==> src/rtl/rail_seq_pkg.sv <==
package rail_seq_pkg;
  typedef enum logic [2:0] {
    ST_OFF   = 3'd0,
    ST_UP    = 3'd1,
    ST_ON    = 3'd2,
    ST_DOWN  = 3'd3,
    ST_FAULT = 3'd4
  } seq_state_e;

  localparam logic CAUSE_TIMEOUT = 1'b0;
  localparam logic CAUSE_LOST    = 1'b1;
endpackage

==> src/rtl/rail_adc_qual.sv <==
module rail_adc_qual #(
  parameter int ADC_W    = 12,
  parameter int GOOD_CNT = 4,
  parameter bit INVERT   = 1'b0
) (
  input  logic             clk_i,
  input  logic             rst_ni,
  input  logic             en_i,
  input  logic             valid_i,
  input  logic [ADC_W-1:0] sample_i,
  input  logic [ADC_W-1:0] win_lo_i,
  input  logic [ADC_W-1:0] win_hi_i,
  output logic             good_o
);
  localparam int CW = $clog2(GOOD_CNT + 1);
  localparam logic [CW-1:0] CNT_MAX = CW'(GOOD_CNT);

  logic signed [ADC_W:0] ext, mag, lo, hi;
  logic                  in_win;
  logic [CW-1:0]         cnt_q;

  assign ext    = {sample_i[ADC_W-1], sample_i};
  assign mag    = INVERT ? -ext : ext;  // negative rail compared on magnitude
  assign lo     = {1'b0, win_lo_i};
  assign hi     = {1'b0, win_hi_i};
  assign in_win = (mag >= lo) && (mag <= hi);

  always_ff @(posedge clk_i or negedge rst_ni) begin
    if (!rst_ni)                   cnt_q <= '0;
    else if (!en_i)                cnt_q <= '0;
    else if (valid_i) begin
      if (!in_win)                 cnt_q <= '0;
      else if (cnt_q != CNT_MAX)   cnt_q <= cnt_q + 1'b1;
    end
  end

  assign good_o = (cnt_q == CNT_MAX);
endmodule

==> src/rtl/rail_seq_fsm.sv <==
module rail_seq_fsm
  import rail_seq_pkg::*;
#(
  parameter int N  = 4,
  parameter int TW = 16,
  localparam int IW = $clog2(N)
) (
  input  logic         clk_i,
  input  logic         rst_ni,
  input  logic         start_i,
  input  logic         stop_i,
  input  logic         clear_i,
  input  logic [N-1:0] good_i,
  input  logic [TW-1:0] timeout_i,
  input  logic [TW-1:0] delay_i,
  output logic [N-1:0] en_o,
  output seq_state_e   state_o,
  output logic [IW:0]  code_o
);
  localparam logic [IW-1:0] LAST = IW'(N - 1);

  seq_state_e    state_q;
  logic [IW-1:0] idx_q, lost_idx;
  logic [TW-1:0] tmr_q;
  logic [N-1:0]  en_q;
  logic [IW:0]   code_q;
  logic          fpend_q, any_lost;

  always_comb begin
    lost_idx = '0;
    for (int i = N - 1; i >= 0; i--) begin
      if (!good_i[i]) lost_idx = IW'(i);
    end
    any_lost = ~&good_i;
  end

  always_ff @(posedge clk_i or negedge rst_ni) begin
    if (!rst_ni) begin
      state_q <= ST_OFF;
      idx_q   <= '0;
      tmr_q   <= '0;
      en_q    <= '0;
      code_q  <= '0;
      fpend_q <= 1'b0;
    end else begin
      unique case (state_q)
        ST_OFF: if (start_i) begin
          state_q <= ST_UP;
          idx_q   <= '0;
          tmr_q   <= '0;
          en_q    <= N'(1);
        end
        ST_UP: begin
          if (!good_i[idx_q] && tmr_q == timeout_i) begin
            code_q       <= {CAUSE_TIMEOUT, idx_q};
            fpend_q      <= 1'b1;
            state_q      <= ST_DOWN;
            en_q[idx_q]  <= 1'b0;
            tmr_q        <= '0;
          end else if (stop_i) begin
            state_q      <= ST_DOWN;
            en_q[idx_q]  <= 1'b0;
            tmr_q        <= '0;
          end else if (good_i[idx_q]) begin
            if (idx_q == LAST) state_q <= ST_ON;
            else begin
              idx_q                     <= idx_q + 1'b1;
              en_q[IW'(idx_q + 1'b1)]   <= 1'b1;
              tmr_q                     <= '0;
            end
          end else begin
            tmr_q <= tmr_q + 1'b1;
          end
        end
        ST_ON: begin
          if (any_lost || stop_i) begin
            if (any_lost) begin
              code_q  <= {CAUSE_LOST, lost_idx};
              fpend_q <= 1'b1;
            end
            state_q    <= ST_DOWN;
            idx_q      <= LAST;
            en_q[LAST] <= 1'b0;
            tmr_q      <= '0;
          end
        end
        ST_DOWN: begin
          if (tmr_q == delay_i) begin
            tmr_q <= '0;
            if (idx_q == '0) begin
              state_q <= fpend_q ? ST_FAULT : ST_OFF;
              fpend_q <= 1'b0;
            end else begin
              idx_q                   <= idx_q - 1'b1;
              en_q[IW'(idx_q - 1'b1)] <= 1'b0;
            end
          end else begin
            tmr_q <= tmr_q + 1'b1;
          end
        end
        ST_FAULT: if (clear_i) begin
          state_q <= ST_OFF;
          code_q  <= '0;
        end
        default: state_q <= ST_OFF;
      endcase
    end
  end

  assign en_o    = en_q;
  assign state_o = state_q;
  assign code_o  = code_q;
endmodule

==> src/rtl/rail_seq_ctrl.sv <==
module rail_seq_ctrl
  import rail_seq_pkg::*;
#(
  parameter int          N_RAILS  = 4,
  parameter int          ADC_W    = 12,
  parameter int          GOOD_CNT = 4,
  parameter int          TMR_W    = 16,
  parameter logic [3:0]  ADC_MASK = 4'b0011,
  parameter logic [3:0]  INV_MASK = 4'b0001,
  localparam int         IW       = $clog2(N_RAILS)
) (
  input  logic                       clk_i,
  input  logic                       rst_ni,
  input  logic                       start_i,
  input  logic                       stop_i,
  input  logic                       clear_i,
  input  logic [N_RAILS-1:0]         pgood_i,
  input  logic [N_RAILS-1:0]         adc_valid_i,
  input  logic [N_RAILS*ADC_W-1:0]   adc_sample_i,
  input  logic [ADC_W-1:0]           win_lo_i,
  input  logic [ADC_W-1:0]           win_hi_i,
  input  logic [TMR_W-1:0]           step_timeout_i,
  input  logic [TMR_W-1:0]           off_delay_i,
  output logic [N_RAILS-1:0]         en_o,
  output logic                       up_o,
  output logic                       fault_o,
  output logic [IW:0]                fault_code_o,
  output logic [2:0]                 state_o
);
  logic [N_RAILS-1:0] adc_good, rail_good;
  seq_state_e         state;

  for (genvar i = 0; i < N_RAILS; i++) begin : g_rail
    rail_adc_qual #(
      .ADC_W   (ADC_W),
      .GOOD_CNT(GOOD_CNT),
      .INVERT  (INV_MASK[i])
    ) u_qual (
      .clk_i   (clk_i),
      .rst_ni  (rst_ni),
      .en_i    (en_o[i]),
      .valid_i (adc_valid_i[i]),
      .sample_i(adc_sample_i[i*ADC_W +: ADC_W]),
      .win_lo_i(win_lo_i),
      .win_hi_i(win_hi_i),
      .good_o  (adc_good[i])
    );
    assign rail_good[i] = ADC_MASK[i] ? adc_good[i] : pgood_i[i];
  end

  rail_seq_fsm #(
    .N (N_RAILS),
    .TW(TMR_W)
  ) u_fsm (
    .clk_i    (clk_i),
    .rst_ni   (rst_ni),
    .start_i  (start_i),
    .stop_i   (stop_i),
    .clear_i  (clear_i),
    .good_i   (rail_good),
    .timeout_i(step_timeout_i),
    .delay_i  (off_delay_i),
    .en_o     (en_o),
    .state_o  (state),
    .code_o   (fault_code_o)
  );

  assign state_o = state;
  assign up_o    = (state == ST_ON);
  assign fault_o = (state == ST_FAULT);
endmodule

==> config.mk <==
export PLATFORM = sky130hd
export DESIGN_NAME = rail_seq_ctrl
export DESIGN_NICKNAME = d
export VERILOG_FILES = /design/src/rtl/rail_seq_pkg.sv /design/src/rtl/rail_adc_qual.sv /design/src/rtl/rail_seq_fsm.sv /design/src/rtl/rail_seq_ctrl.sv
export SDC_FILE = /design/constraint.sdc
export NUM_CORES = 1
export LEC_CHECK = 0
export ABC_AREA = 1
export BUFFER_PORTS_ARGS = -buffer_cell sky130_fd_sc_hd__buf_2
export CORE_MARGIN = 2
export CORE_UTILIZATION = 50
export CTS_CLUSTER_DIAMETER = 80
export CTS_CLUSTER_SIZE = 28
export DETAILED_ROUTE_END_ITERATION = 8
export GPL_TIMING_DRIVEN = 0
export PLACE_DENSITY = 0.77
export SETUP_SLACK_MARGIN = 0.4
export SYNTH_ARGS = -nofsm -noshare
export SYNTH_HDL_FRONTEND = slang
export SYNTH_SLANG_ARGS = --single-unit
==> constraint.sdc <==
create_clock -name clk_i -period 4.7 [get_ports clk_i]
set_input_delay 0.705 -clock clk_i [delete_from_list [all_inputs] [get_ports clk_i]]
set_output_delay 0.705 -clock clk_i [all_outputs]
set_load 0.005 [all_outputs]
==> implementation parameters, run 1 <==
Parameter                              Value

Drt
  Total length of routed wires    10300 um
  Pre-Repair DR Iteration Count    5
  Drt via density    5.20
  Overall via count from detail_route    4307
  Starting DRC count in detailed routing    172
  Number of remaining DRC errors    0
  Wire length per cell    12.4 um
  Antenna-violating nets left    0

Die
  Chip Height    95.9 um
  Number of ports placed on the die boundary    129
  Initial Util    0.514
  Standard-cell row count    33
  Area of the core region    0.00822 mm^2
  Die Span X    95.9 um
  Area enclosed by the die boundary    0.00920 mm^2

Clock network
  Num CTS Buffers    5
  Htree depth    2
  Count of instances resized after the clock tree is built    0
  CTS clk-pin slew, worst paths    0.07 ns
  Clock Root Buffer    sky130_fd_sc_hd__clkbuf_8
  Buffer levels on the longest clock path    2
  CTS tree    built
  Setup bufs post-CTS    0
  Clock tree sinks    35
  Worst skew pair latency    0.30 ns
  Hold buffer count at CTS    0

Timing
  Final number of hold-violating endpoints    0
  RSZ-0062 raised after global routing    false
  Setup Skew    0.00509 ns
  Worst slew margin relative to its limit    0.465
  Setup TNS Final    0 ns
  Setup-violating endpoint count in the final report    0
  Max Freq    288 MHz
  Part of the cycle the worst path needs    0.739
  Slew Viols, Final    0
  Transition at the pin with the smallest max-transition slack    0.802 ns
  Post-layout minimum cycle time    3.47 ns

Yosys
  Sequential-to-total area share from yosys stat    0.207
  Combined area of all synthesized cells    0.00422 mm^2
  Most used flip-flop cell after synthesis    sky130_fd_sc_hd__dfrtp_1
  Post-synthesis net count    793
  Number of cells produced by synthesis    616
  Post-Syn Area per Cell    6.86 um^2
  Number of warnings issued by yosys    0
  Count of flip-flops with a built-in enable after synthesis    0
  Yosys cell types    44
  Post-synthesis sequential element count    35
  Proportion of register bits with asynchronous set or reset after synthesis    1.00

Power and ir drop
  Sequential Power Share    0.272
  Total power    1.61 mW
  Net switching power    760 uW
  VDD IR max    196 uV
  Logic pwr share    0.576
  Power share of the clock group    0.152
  Int Power    847 uW
  Power density relative to cell area    324 mW/mm^2
  Switching share of power    0.473
  Leakage power    2.66 nW

Worst setup path
  Data required time of the critical path    4.88 ns
  Peak fanout along the critical path    5
  Crit start category    input port
  Critical Path Sink Type    register
  Arrival time of the worst setup path    3.66 ns
  Setup CP Type    in -> reg

Global route
  Global-route track usage on met3    0.0384
  Pin count of the biggest net entering global routing    36
  Most crowded layer after global routing    met2
  Number of antenna violations at the first check in global routing    0
  Final global-route overflow total    0
  Overall fraction of global-route tracks in use    0.234
  Met1 usage in global routing    0.287
  Met2 demand-to-capacity share in global routing    0.414
  Via count of the first global-routing pass    4090
  First-pass GRT wire length    17200 um

Placement
  Cell Area, Placed    0.00486 mm^2
  Quantity of I/O buffers inserted on ports    100
  Half-perimeter wire length after detailed placement    8600 um
  Routability-driven placement congestion ratio    0.858

Layout
  Antenna fix cells    0
  Share of final-layout standard cells stronger than drive strength 1    0.200
  Filler cell count    787
  Non-Filler Cell Area, Final    0.00496 mm^2
  Area growth, synth to finish    17.3%
  Final #Nets    900

Hold path
  Worst hold path type    in -> async

Outcome
  Status    finished, final reports clean

Job
  Max-capacitance violation count    0
per-stage QoR:
step,util,setup WS [ns],instances,hold slack [ns]
after floorplan,-,1.63,616,0.409
after global placement,0.591,1.09,821,0.471
after detailed placement,0.591,1.00,821,0.487
after CTS,0.603,1.31,829,0.502
after global routing,0.603,0.865,829,0.510
final,0.603,1.23,829,0.494
cell usage after synthesis (3+ instances only):
library cell              number  area (um^2)
sky130_fd_sc_hd__o21ai_1       7         35.0
sky130_fd_sc_hd__xnor2_1      22          193
sky130_fd_sc_hd__xor2_1       18          158
sky130_fd_sc_hd__a21oi_1      35          175
sky130_fd_sc_hd__nor3b_2       3         37.5
sky130_fd_sc_hd__dfrtp_1      35          876
sky130_fd_sc_hd__nor3_1       15         75.1
sky130_fd_sc_hd__nand2_2       4         25.0
sky130_fd_sc_hd__buf_2         3         15.0
sky130_fd_sc_hd__nor3b_1       4         30.0
sky130_fd_sc_hd__nor2_4        4         45.0
sky130_fd_sc_hd__nor2_2        6         37.5
sky130_fd_sc_hd__a31oi_1       3         18.8
sky130_fd_sc_hd__inv_2         6         22.5
sky130_fd_sc_hd__nand4_1      13         81.3
sky130_fd_sc_hd__and3_1        3         18.8
sky130_fd_sc_hd__inv_1        97          364
sky130_fd_sc_hd__o21ai_0      40          200
sky130_fd_sc_hd__nand2_1     119          447
sky130_fd_sc_hd__nand3_1      37          185
sky130_fd_sc_hd__nor2_1       54          203
sky130_fd_sc_hd__ha_1         60          751
power groups by stage:
stage	Sequential, mW	Clock, mW	Combinational (mW)
floorplan	0.432	0	0.663
global placement	0.438	0	0.893
detailed placement	0.442	0	0.918
CTS	0.437	0.250	0.926
global route	0.447	0.259	1.06
finish	0.437	0.244	0.925
kinds of logic (layout without fill, tap and decap cells):
logic type,after synthesis,count (layout),share of synthesized area
AO/OA/AOI/OAI,95,95,0.120
XOR/XNOR,40,40,0.0829
adder cells (fa/ha/maj),60,60,0.178
buffers and inverters,110,218,0.102
flip-flops,35,35,0.207
AND/OR/NAND/NOR,276,276,0.310
worst paths after layout:
path	start	end	slack, ns	depth (start not counted)
worst max register to register	g_rail[1].u_qual.cnt_q[0]	u_fsm.tmr_q[13]	2.60	11
max in group asynchronous	rst_ni	u_fsm.fpend_q	3.70	1
worst min-delay path	rst_ni	u_fsm.tmr_q[5]	0.49	1
worst max-delay path	adc_sample_i[0]	g_rail[0].u_qual.cnt_q[1]	1.23	17
worst min register to register	u_fsm.code_o[0]	u_fsm.code_o[0]	0.50	2
min in group clk_i	u_fsm.code_o[0]	u_fsm.code_o[0]	0.50	2
layout by cell type (no fill, tap or decap), drive strengths merged:
cell type / n
a21boi: 3
o21ai: 47
o211ai: 1
a31oi: 3
nor3b: 7
xnor2: 22
dfrtp: 35
and3: 3
nor4: 2
ha: 60
o22ai: 1
nand3: 39
nor3: 17
buf: 106
nand4: 14
inv: 103
nand3b: 2
nor2: 64
a21oi: 35
a22o: 1
o21a: 2
xor2: 18
a21o: 1
nand2: 124
clkbuf: 9
o21bai: 1
or2: 4
per-layer routing:
| metal | vias to the layer above | part of all wire |
|---|---|---|
| met5 | - | 0 |
| met2 | 135 | 0.48 |
| met3 | 26 | 0.054 |
| met4 | 0 | 0.022 |
| li1 | 2225 | - |
| met1 | 1921 | 0.45 |
registers in the layout, indices dropped and copies added (netlist names):
signal               count
g_rail.u_qual.cnt_q      6
u_fsm.code_o             3
u_fsm.idx_q              2
u_fsm.state_o            3
u_fsm.tmr_q             16
u_fsm.en_o               4
u_fsm.fpend_q            1
layout make-up:
cell class                      count  area, um^2  area share
Multi-Input combinational cell    471        2920       0.588
Timing Repair Buffer              100         500       0.101
Buffer                              7        45.0     0.00909
Inverter                          103         387      0.0780
Clock buffer                        8         100      0.0202
Sequential cell                    35         876       0.177
Tap cell                          105         131      0.0265
critical path, cell delays in order:
cell and delay [ns]:
sky130_fd_sc_hd__buf_2 0.10, sky130_fd_sc_hd__inv_1 0.10, sky130_fd_sc_hd__ha_1 0.19, sky130_fd_sc_hd__nand2_1 0.06, sky130_fd_sc_hd__nor2_1 0.30, sky130_fd_sc_hd__nand3_1 0.18, sky130_fd_sc_hd__nor4_1 0.30, sky130_fd_sc_hd__xor2_1 0.18
sky130_fd_sc_hd__inv_1 0.09, sky130_fd_sc_hd__ha_1 0.31, sky130_fd_sc_hd__nand3_1 0.12, sky130_fd_sc_hd__nor3_1 0.24, sky130_fd_sc_hd__nand3_1 0.14, sky130_fd_sc_hd__a21boi_2 0.25, sky130_fd_sc_hd__nand4_1 0.20, sky130_fd_sc_hd__nand3_1 0.14
sky130_fd_sc_hd__nand2_1 0.06
No activity file was read; power rests on OpenSTA's default activity.
==> run 2: changes to the inputs <==
--- a/config.mk
+++ b/config.mk
@@ -5,10 +5,10 @@
 export SDC_FILE = /design/constraint.sdc
 export NUM_CORES = 1
 export LEC_CHECK = 0
-export ABC_AREA = 1
+export ABC_AREA = 0
 export BUFFER_PORTS_ARGS = -buffer_cell sky130_fd_sc_hd__buf_2
 export CORE_MARGIN = 2
-export CORE_UTILIZATION = 50
+export CORE_UTILIZATION = 47
 export CTS_CLUSTER_DIAMETER = 80
 export CTS_CLUSTER_SIZE = 28
 export DETAILED_ROUTE_END_ITERATION = 8
==> constraint.sdc (replaced) <==
create_clock -name clk_i -period 3 [get_ports clk_i]
set_input_delay 0.45 -clock clk_i [delete_from_list [all_inputs] [get_ports clk_i]]
set_output_delay 0.45 -clock clk_i [all_outputs]
set_load 0.005 [all_outputs]
==> implementation parameters, run 2 <==
Parameter                              Value

Outcome
  Status    finished, final reports clean

Yosys
  Area share of the largest cell type after synthesis    0.226
  Sequential-to-total area share from yosys stat    0.226
  Count of flip-flops with a built-in enable after synthesis    0
  Largest area contributor in the synthesized netlist    sky130_fd_sc_hd__dfrtp_1
  Top cells by instance count after synthesis    60 x sky130_fd_sc_hd__ha_1, 44 x sky130_fd_sc_hd__inv_1, 38 x sky130_fd_sc_hd__nor2_1, 35 x sky130_fd_sc_hd__dfrtp_1
  Post-synthesis sequential element count    35
  Combined area of all synthesized cells    0.00388 mm^2
  Top area cells in the synthesized netlist    sky130_fd_sc_hd__dfrtp_1 23%, sky130_fd_sc_hd__ha_1 19%, sky130_fd_sc_hd__xnor2_1 7.4%
  Yosys cell types    58
  Post-Syn Area per Cell    8.22 um^2
  Most common cell in the synthesized netlist    sky130_fd_sc_hd__ha_1
  Number of cells produced by synthesis    472
  Proportion of register bits with asynchronous set or reset after synthesis    1.00
  Number of warnings issued by yosys    0
  Post-synthesis net count    649
  Most used flip-flop cell after synthesis    sky130_fd_sc_hd__dfrtp_1

Clock network
  Num CTS Buffers    5
  Hold buffer count at CTS    0
  Worst skew pair latency    0.30 ns
  Clock Root Buffer    sky130_fd_sc_hd__clkbuf_8
  CTS tree    built
  Htree depth    2
  Buffer levels on the longest clock path    2
  Clock tree sinks    35
  CTS clk-pin slew, worst paths    0.08 ns

Timing
  RSZ-0062 raised after global routing    true
  Worst slew margin relative to its limit    0.446
  Hold_ws    0.247 ns
  Transition at the pin with the smallest max-transition slack    0.831 ns
  Final number of hold-violating endpoints    0
  Part of the cycle the worst path needs    0.928
  Post-layout minimum cycle time    2.78 ns
  Max Freq    359 MHz
  Setup Skew    0.00828 ns
  Slew Viols, Final    0
  Setup-violating endpoint count in the final report    0

Worst setup path
  Launch point of the worst path    adc_sample_i[2]
  Peak fanout along the critical path    3
  Data required time of the critical path    3.18 ns
  Startpoint of the worst register-to-register path    g_rail[1].u_qual.cnt_q[0]
  Setup CP Type    in -> reg
  Most common cell on crit path    sky130_fd_sc_hd__a21o_1
  Arrival time of the worst setup path    2.97 ns
  Crit path largest cell delay    0.30 ns
  Crit start category    input port
  Critical Path Sink Type    register
  Critical-path cell list    buf_8 -> nor3_4 -> nand2b_4 -> nor4_4 -> nand2_1 -> xor2_1 -> ha_1 -> a21o_1 -> a21o_1 -> a21oi_2 -> nand2_2 -> a31oi_4 -> o41ai_1 -> and3b_1
  Slowest cell on the critical path    sky130_fd_sc_hd__ha_1

Drt
  Total length of routed wires    11500 um
  Wire length per cell    16.2 um
  Number of remaining DRC errors    0
  Antenna-violating nets left    0
  Drt via density    5.83
  Starting DRC count in detailed routing    266
  Overall via count from detail_route    4121
  Pre-Repair DR Iteration Count    5

Global route
  Overall fraction of global-route tracks in use    0.252
  Final global-route overflow total    0
  Via count of the first global-routing pass    4000
  First-pass GRT wire length    18100 um
  Pin count of the biggest net entering global routing    36
  Number of antenna violations at the first check in global routing    0

Die
  Initial Util    0.479
  Die Span X    94.9 um
  Chip Height    94.9 um
  Standard-cell row count    33
  Area enclosed by the die boundary    0.00900 mm^2
  Area of the core region    0.00809 mm^2
  Number of ports placed on the die boundary    129

Layout
  Area taken by flip-flops and latches    876 um^2
  Antenna fix cells    0
  Filler cell count    680
  Final #Nets    778
  Largest Register    u_fsm.tmr_q
  Area growth, synth to finish    31.1%
  Most frequent cells in the layout    103 x sky130_fd_sc_hd__buf_2, 58 x sky130_fd_sc_hd__ha_1, 42 x sky130_fd_sc_hd__inv_1
  Area occupied by multi-input gates    0.00304 mm^2
  Flip-flop count of the largest register after layout    16
  Most frequent standard cell in the layout excluding fill and tap cells    sky130_fd_sc_hd__buf_2
  Non-Filler Cell Area, Final    0.00508 mm^2
  Share of final-layout standard cells stronger than drive strength 1    0.311
  Layout Utilization    0.628

Power and ir drop
  Power share of the clock group    0.198
  Power density relative to cell area    515 mW/mm^2
  Switching share of power    0.425
  VDD IR max    410 uV
  Logic pwr share    0.538
  Sequential Power Share    0.264
  Net switching power    1.11 mW
  Int Power    1.50 mW
  Leakage power    2.43 nW

Placement
  Routability-driven placement congestion ratio    0.882
  Half-perimeter wire length after detailed placement    8520 um
  Cell Area, Placed    0.00454 mm^2
  Quantity of I/O buffers inserted on ports    100

Hold path
  Worst hold path type    in -> async

Job
  Max-capacitance violation count    0
-- run 2: critical path: cells and delay by family --
| family | cells | cell delay [ns] |
|---|---|---|
| AO/OA/AOI/OAI | 5 | 0.90 |
| XOR/XNOR | 1 | 0.24 |
| adder cells (fa/ha/maj) | 1 | 0.30 |
| buffers and inverters | 1 | 0.10 |
| AND/OR/NAND/NOR | 6 | 0.97 |
-- run 2: what timing repair did --
action                                  CTS  global route
buffers inserted                         16             6
resized for setup                        23            31
gates cloned                              0             0
endpoints found under the setup margin    5            22
pin swaps                                12            12
-- run 2: path summary, 6_finish.rpt --
path / end / slack [ns] / depth (start not counted)
max: g_rail[0].u_qual.cnt_q[2] / 0.22 / 14
min: u_fsm.tmr_q[5] / 0.25 / 1
max reg2reg: u_fsm.code_o[0] / 0.47 / 8
min reg2reg: u_fsm.code_o[2] / 0.51 / 1
max in group asynchronous: u_fsm.fpend_q / 2.23 / 1
min in group clk_i: u_fsm.state_o[2] / 0.38 / 2
-- run 2: cells by family (layout without fill, tap and decap cells) --
logic type,Yosys count,count (layout),share of synthesized area
AOI/OAI and AO/OA,96,96,0.162
xor gates and xnor gates,54,54,0.122
adders and majority gates,60,60,0.193
buffers and inverters,55,185,0.0574
DFF,35,35,0.226
muxes,5,5,0.0171
and+or+nand+nor,167,167,0.223
-- run 2: metal layers --
| layer | track usage | wire length (um) |
|---|---|---|
| met3 | 0.0415 | 668 |
| met5 | 0 | 0 |
| met1 | 0.302 | 4600 |
| met4 | 0.0882 | 410 |
| met2 | 0.452 | 5790 |
-- run 2: power groups by stage --
| stage | Clock, mW | Sequential (mW) | Combinational [mW] |
|---|---|---|---|
| final | 0.518 | 0.692 | 1.41 |
| after global routing | 0.539 | 0.707 | 1.56 |
| after CTS | 0.529 | 0.687 | 1.31 |
| after detailed placement | 0 | 0.694 | 1.27 |
| after global placement | 0 | 0.686 | 1.22 |
| after floorplan | 0 | 0.668 | 0.879 |
-- run 2: area by class of cell --
cell class | instances | area share
Buffer | 11 | 0.0118
Clock buffer | 6 | 0.0143
Clock inverter | 2 | 0.0118
Inverter | 44 | 0.0330
Multi-Input combinational cell | 382 | 0.597
Sequential cell | 35 | 0.172
Tap cell | 105 | 0.0258
Timing Repair Buffer | 122 | 0.134
-- run 2: per-stage QoR --
stage	power, mW	setup slack, ns	std cells	setup TNS (ns)
4_1_cts	2.52	0.344	701	0
5_1_grt	2.81	0.0615	707	0
3_3_place_gp	1.90	-0.0792	677	-0.210
3_5_place_dp	1.96	-0.110	677	-0.309
2_1_floorplan	1.55	0.405	472	0
6_report	2.62	0.217	707	0
==> run 3: changes to the inputs <==
--- a/config.mk
+++ b/config.mk
@@ -8,12 +8,13 @@
 export ABC_AREA = 0
 export BUFFER_PORTS_ARGS = -buffer_cell sky130_fd_sc_hd__buf_2
 export CORE_MARGIN = 2
-export CORE_UTILIZATION = 47
+export CORE_UTILIZATION = 56
 export CTS_CLUSTER_DIAMETER = 80
 export CTS_CLUSTER_SIZE = 28
 export DETAILED_ROUTE_END_ITERATION = 8
 export GPL_TIMING_DRIVEN = 0
-export PLACE_DENSITY = 0.77
+export MAX_ROUTING_LAYER = met4
+export PLACE_DENSITY = 0.86
 export SETUP_SLACK_MARGIN = 0.4
 export SYNTH_ARGS = -nofsm -noshare
 export SYNTH_HDL_FRONTEND = slang
==> constraint.sdc (replaced) <==
create_clock -name clk_i -period 3.25 [get_ports clk_i]
set_input_delay 0.4875 -clock clk_i [delete_from_list [all_inputs] [get_ports clk_i]]
set_output_delay 0.4875 -clock clk_i [all_outputs]
set_load 0.005 [all_outputs]
==> implementation parameters, run 3 (synthesized netlist as in run 2, its figures left out) <==
Parameter                              Value

Outcome
  Status    finished, final reports clean

Timing
  Final number of hold-violating endpoints    0
  Setup Skew    0.00903 ns
  Final worst-path setup slack    0.507 ns
  Max Freq    365 MHz
  RSZ-0062 raised after global routing    true
  Worst slew margin relative to its limit    0.442
  Hold_ws    0.278 ns
  Part of the cycle the worst path needs    0.844
  Transition at the pin with the smallest max-transition slack    0.837 ns
  Post-layout minimum cycle time    2.74 ns
  Slew Viols, Final    0
  Setup TNS Final    0 ns
  Setup-violating endpoint count in the final report    0

Placement
  Routability-driven placement congestion ratio    0.949
  Quantity of I/O buffers inserted on ports    100
  Cell Area, Placed    0.00448 mm^2
  Worst setup slack after placement    -0.262 ns
  Half-perimeter wire length after detailed placement    8060 um
  Number of placed cells counting well taps    652

Worst setup path
  Critical Path Sink Type    register
  Setup CP Type    in -> reg
  Data required time of the critical path    3.45 ns
  Startpoint of the worst register-to-register path    g_rail[0].u_qual.cnt_q[0]
  Launch point of the worst path    adc_sample_i[4]
  Arrival time of the worst setup path    2.94 ns
  Crit start category    input port
  Peak fanout along the critical path    3
  End point of the critical path    g_rail[0].u_qual.cnt_q[2]
  Worst R2R End    u_fsm.code_o[2]
  Depth of the worst register-to-register path    8
  Minimum setup slack among reg-to-reg paths    0.66 ns

Hold path
  Worst hold path type    in -> async

Layout
  Antenna fix cells    0
  Layout Utilization    0.703
  Area growth, synth to finish    22.5%
  Share of final-layout standard cells stronger than drive strength 1    0.257
  Non-Filler Cell Area, Final    0.00475 mm^2
  Final #Nets    759
  Most frequent standard cell in the layout excluding fill and tap cells    sky130_fd_sc_hd__buf_2
  Count of placed standard cells in the final layout, fillers left out    663
  Flip-flop count of the largest register after layout    16
  Most frequent cells in the layout    105 x sky130_fd_sc_hd__buf_2, 59 x sky130_fd_sc_hd__ha_1, 44 x sky130_fd_sc_hd__inv_1
  Area occupied by multi-input gates    0.00291 mm^2
  Area taken by flip-flops and latches    876 um^2
  Filler cell count    524
  Largest Register    u_fsm.tmr_q

Clock network
  CTS tree    built
  Clock Root Buffer    sky130_fd_sc_hd__clkbuf_8
  Clock tree sinks    35
  Htree depth    2
  Hold buffer count at CTS    0
  Worst skew pair latency    0.30 ns
  Num CTS Buffers    5
  Buffer levels on the longest clock path    2
  CTS clk-pin slew, worst paths    0.08 ns

Global route
  Via count of the first global-routing pass    3716
  First-pass GRT wire length    16300 um
  Overall fraction of global-route tracks in use    0.274
  Number of antenna violations at the first check in global routing    0
  Pin count of the biggest net entering global routing    36
  Final global-route overflow total    0

Die
  Area enclosed by the die boundary    0.00761 mm^2
  Chip Height    87.2 um
  Standard-cell row count    30
  Area of the core region    0.00676 mm^2
  Initial Util    0.574
  Number of ports placed on the die boundary    129
  Die Span X    87.2 um

Job
  Max-capacitance violation count    0

Drt
  Pre-Repair DR Iteration Count    4
  Wire length per cell    15.4 um
  Overall via count from detail_route    3923
  Drt via density    5.92
  Starting DRC count in detailed routing    201
  Antenna-violating nets left    0
  Number of remaining DRC errors    0
  Total length of routed wires    10200 um

Power and ir drop
  Power density relative to cell area    474 mW/mm^2
  Total power    2.25 mW
  VDD IR max    622 uV
  Leakage power    2.31 nW
==> run 3: changes by cell type in the layout (fill, tap and decap cells not counted), sizes merged <==
cell,delta
buf,-18
bufinv,-1
clkbuf,-2
clkinv,+2
==> run 3: worst min-delay path by stage <==
stage | from | endpoint | slack (ns) | depth (start not counted)
3_5_place_dp | u_fsm.code_o[0] | u_fsm.code_o[0] | 0.50 | 1
3_3_place_gp | u_fsm.code_o[2] | u_fsm.code_o[2] | 0.49 | 1
2_1_floorplan | rst_ni | g_rail[0].u_qual.cnt_q[0] | 0.19 | 0
6_report | rst_ni | u_fsm.tmr_q[4] | 0.28 | 1
5_1_grt | rst_ni | u_fsm.tmr_q[4] | 0.33 | 1
4_1_cts | rst_ni | u_fsm.tmr_q[6] | 0.30 | 1
==> run 3: cell type report <==
type | count | area share
inverter | 44 | 0.0348
clock buffer | 5 | 0.0145
timing repair buffer | 103 | 0.111
buffer | 11 | 0.0121
multi-input combinational | 382 | 0.613
tap | 80 | 0.0211
sequential | 35 | 0.184
clock inverter | 3 | 0.00922
==> run 3: where the power goes <==
group	internal (mW)	switching [mW]
clock	0.229	0.181
sequential	0.528	0.104
combinational	0.508	0.705
==> run 3: what timing repair did <==
item | 4_1_cts | 5_1_grt
buffers inserted | 1 | 2
resized for setup | 7 | 23
pin swaps | 4 | 2
endpoints found under the setup margin | 3 | 5
==> run 3: layer usage <==
layer | part of all wire | vias to the layer above | GRT usage
met5 | 0 | - | -
met4 | 0.013 | 0 | 0.0685
met3 | 0.057 | 17 | 0.0436
met2 | 0.48 | 134 | 0.459
met1 | 0.44 | 1861 | 0.347
li1 | - | 1911 | -
==> run 3: worst max-delay path, stage by stage <==
cell	delay (ns)
sky130_fd_sc_hd__buf_2	0.12
sky130_fd_sc_hd__nor3_4	0.22
sky130_fd_sc_hd__nand2b_4	0.11
sky130_fd_sc_hd__nor4_4	0.26
sky130_fd_sc_hd__nand2_1	0.14
sky130_fd_sc_hd__xor2_2	0.17
sky130_fd_sc_hd__ha_1	0.30
sky130_fd_sc_hd__a21o_1	0.19
sky130_fd_sc_hd__a21o_1	0.18
sky130_fd_sc_hd__a21oi_2	0.15
sky130_fd_sc_hd__nand2_2	0.08
sky130_fd_sc_hd__a31oi_4	0.24
sky130_fd_sc_hd__o41ai_2	0.11
sky130_fd_sc_hd__and3b_1	0.17
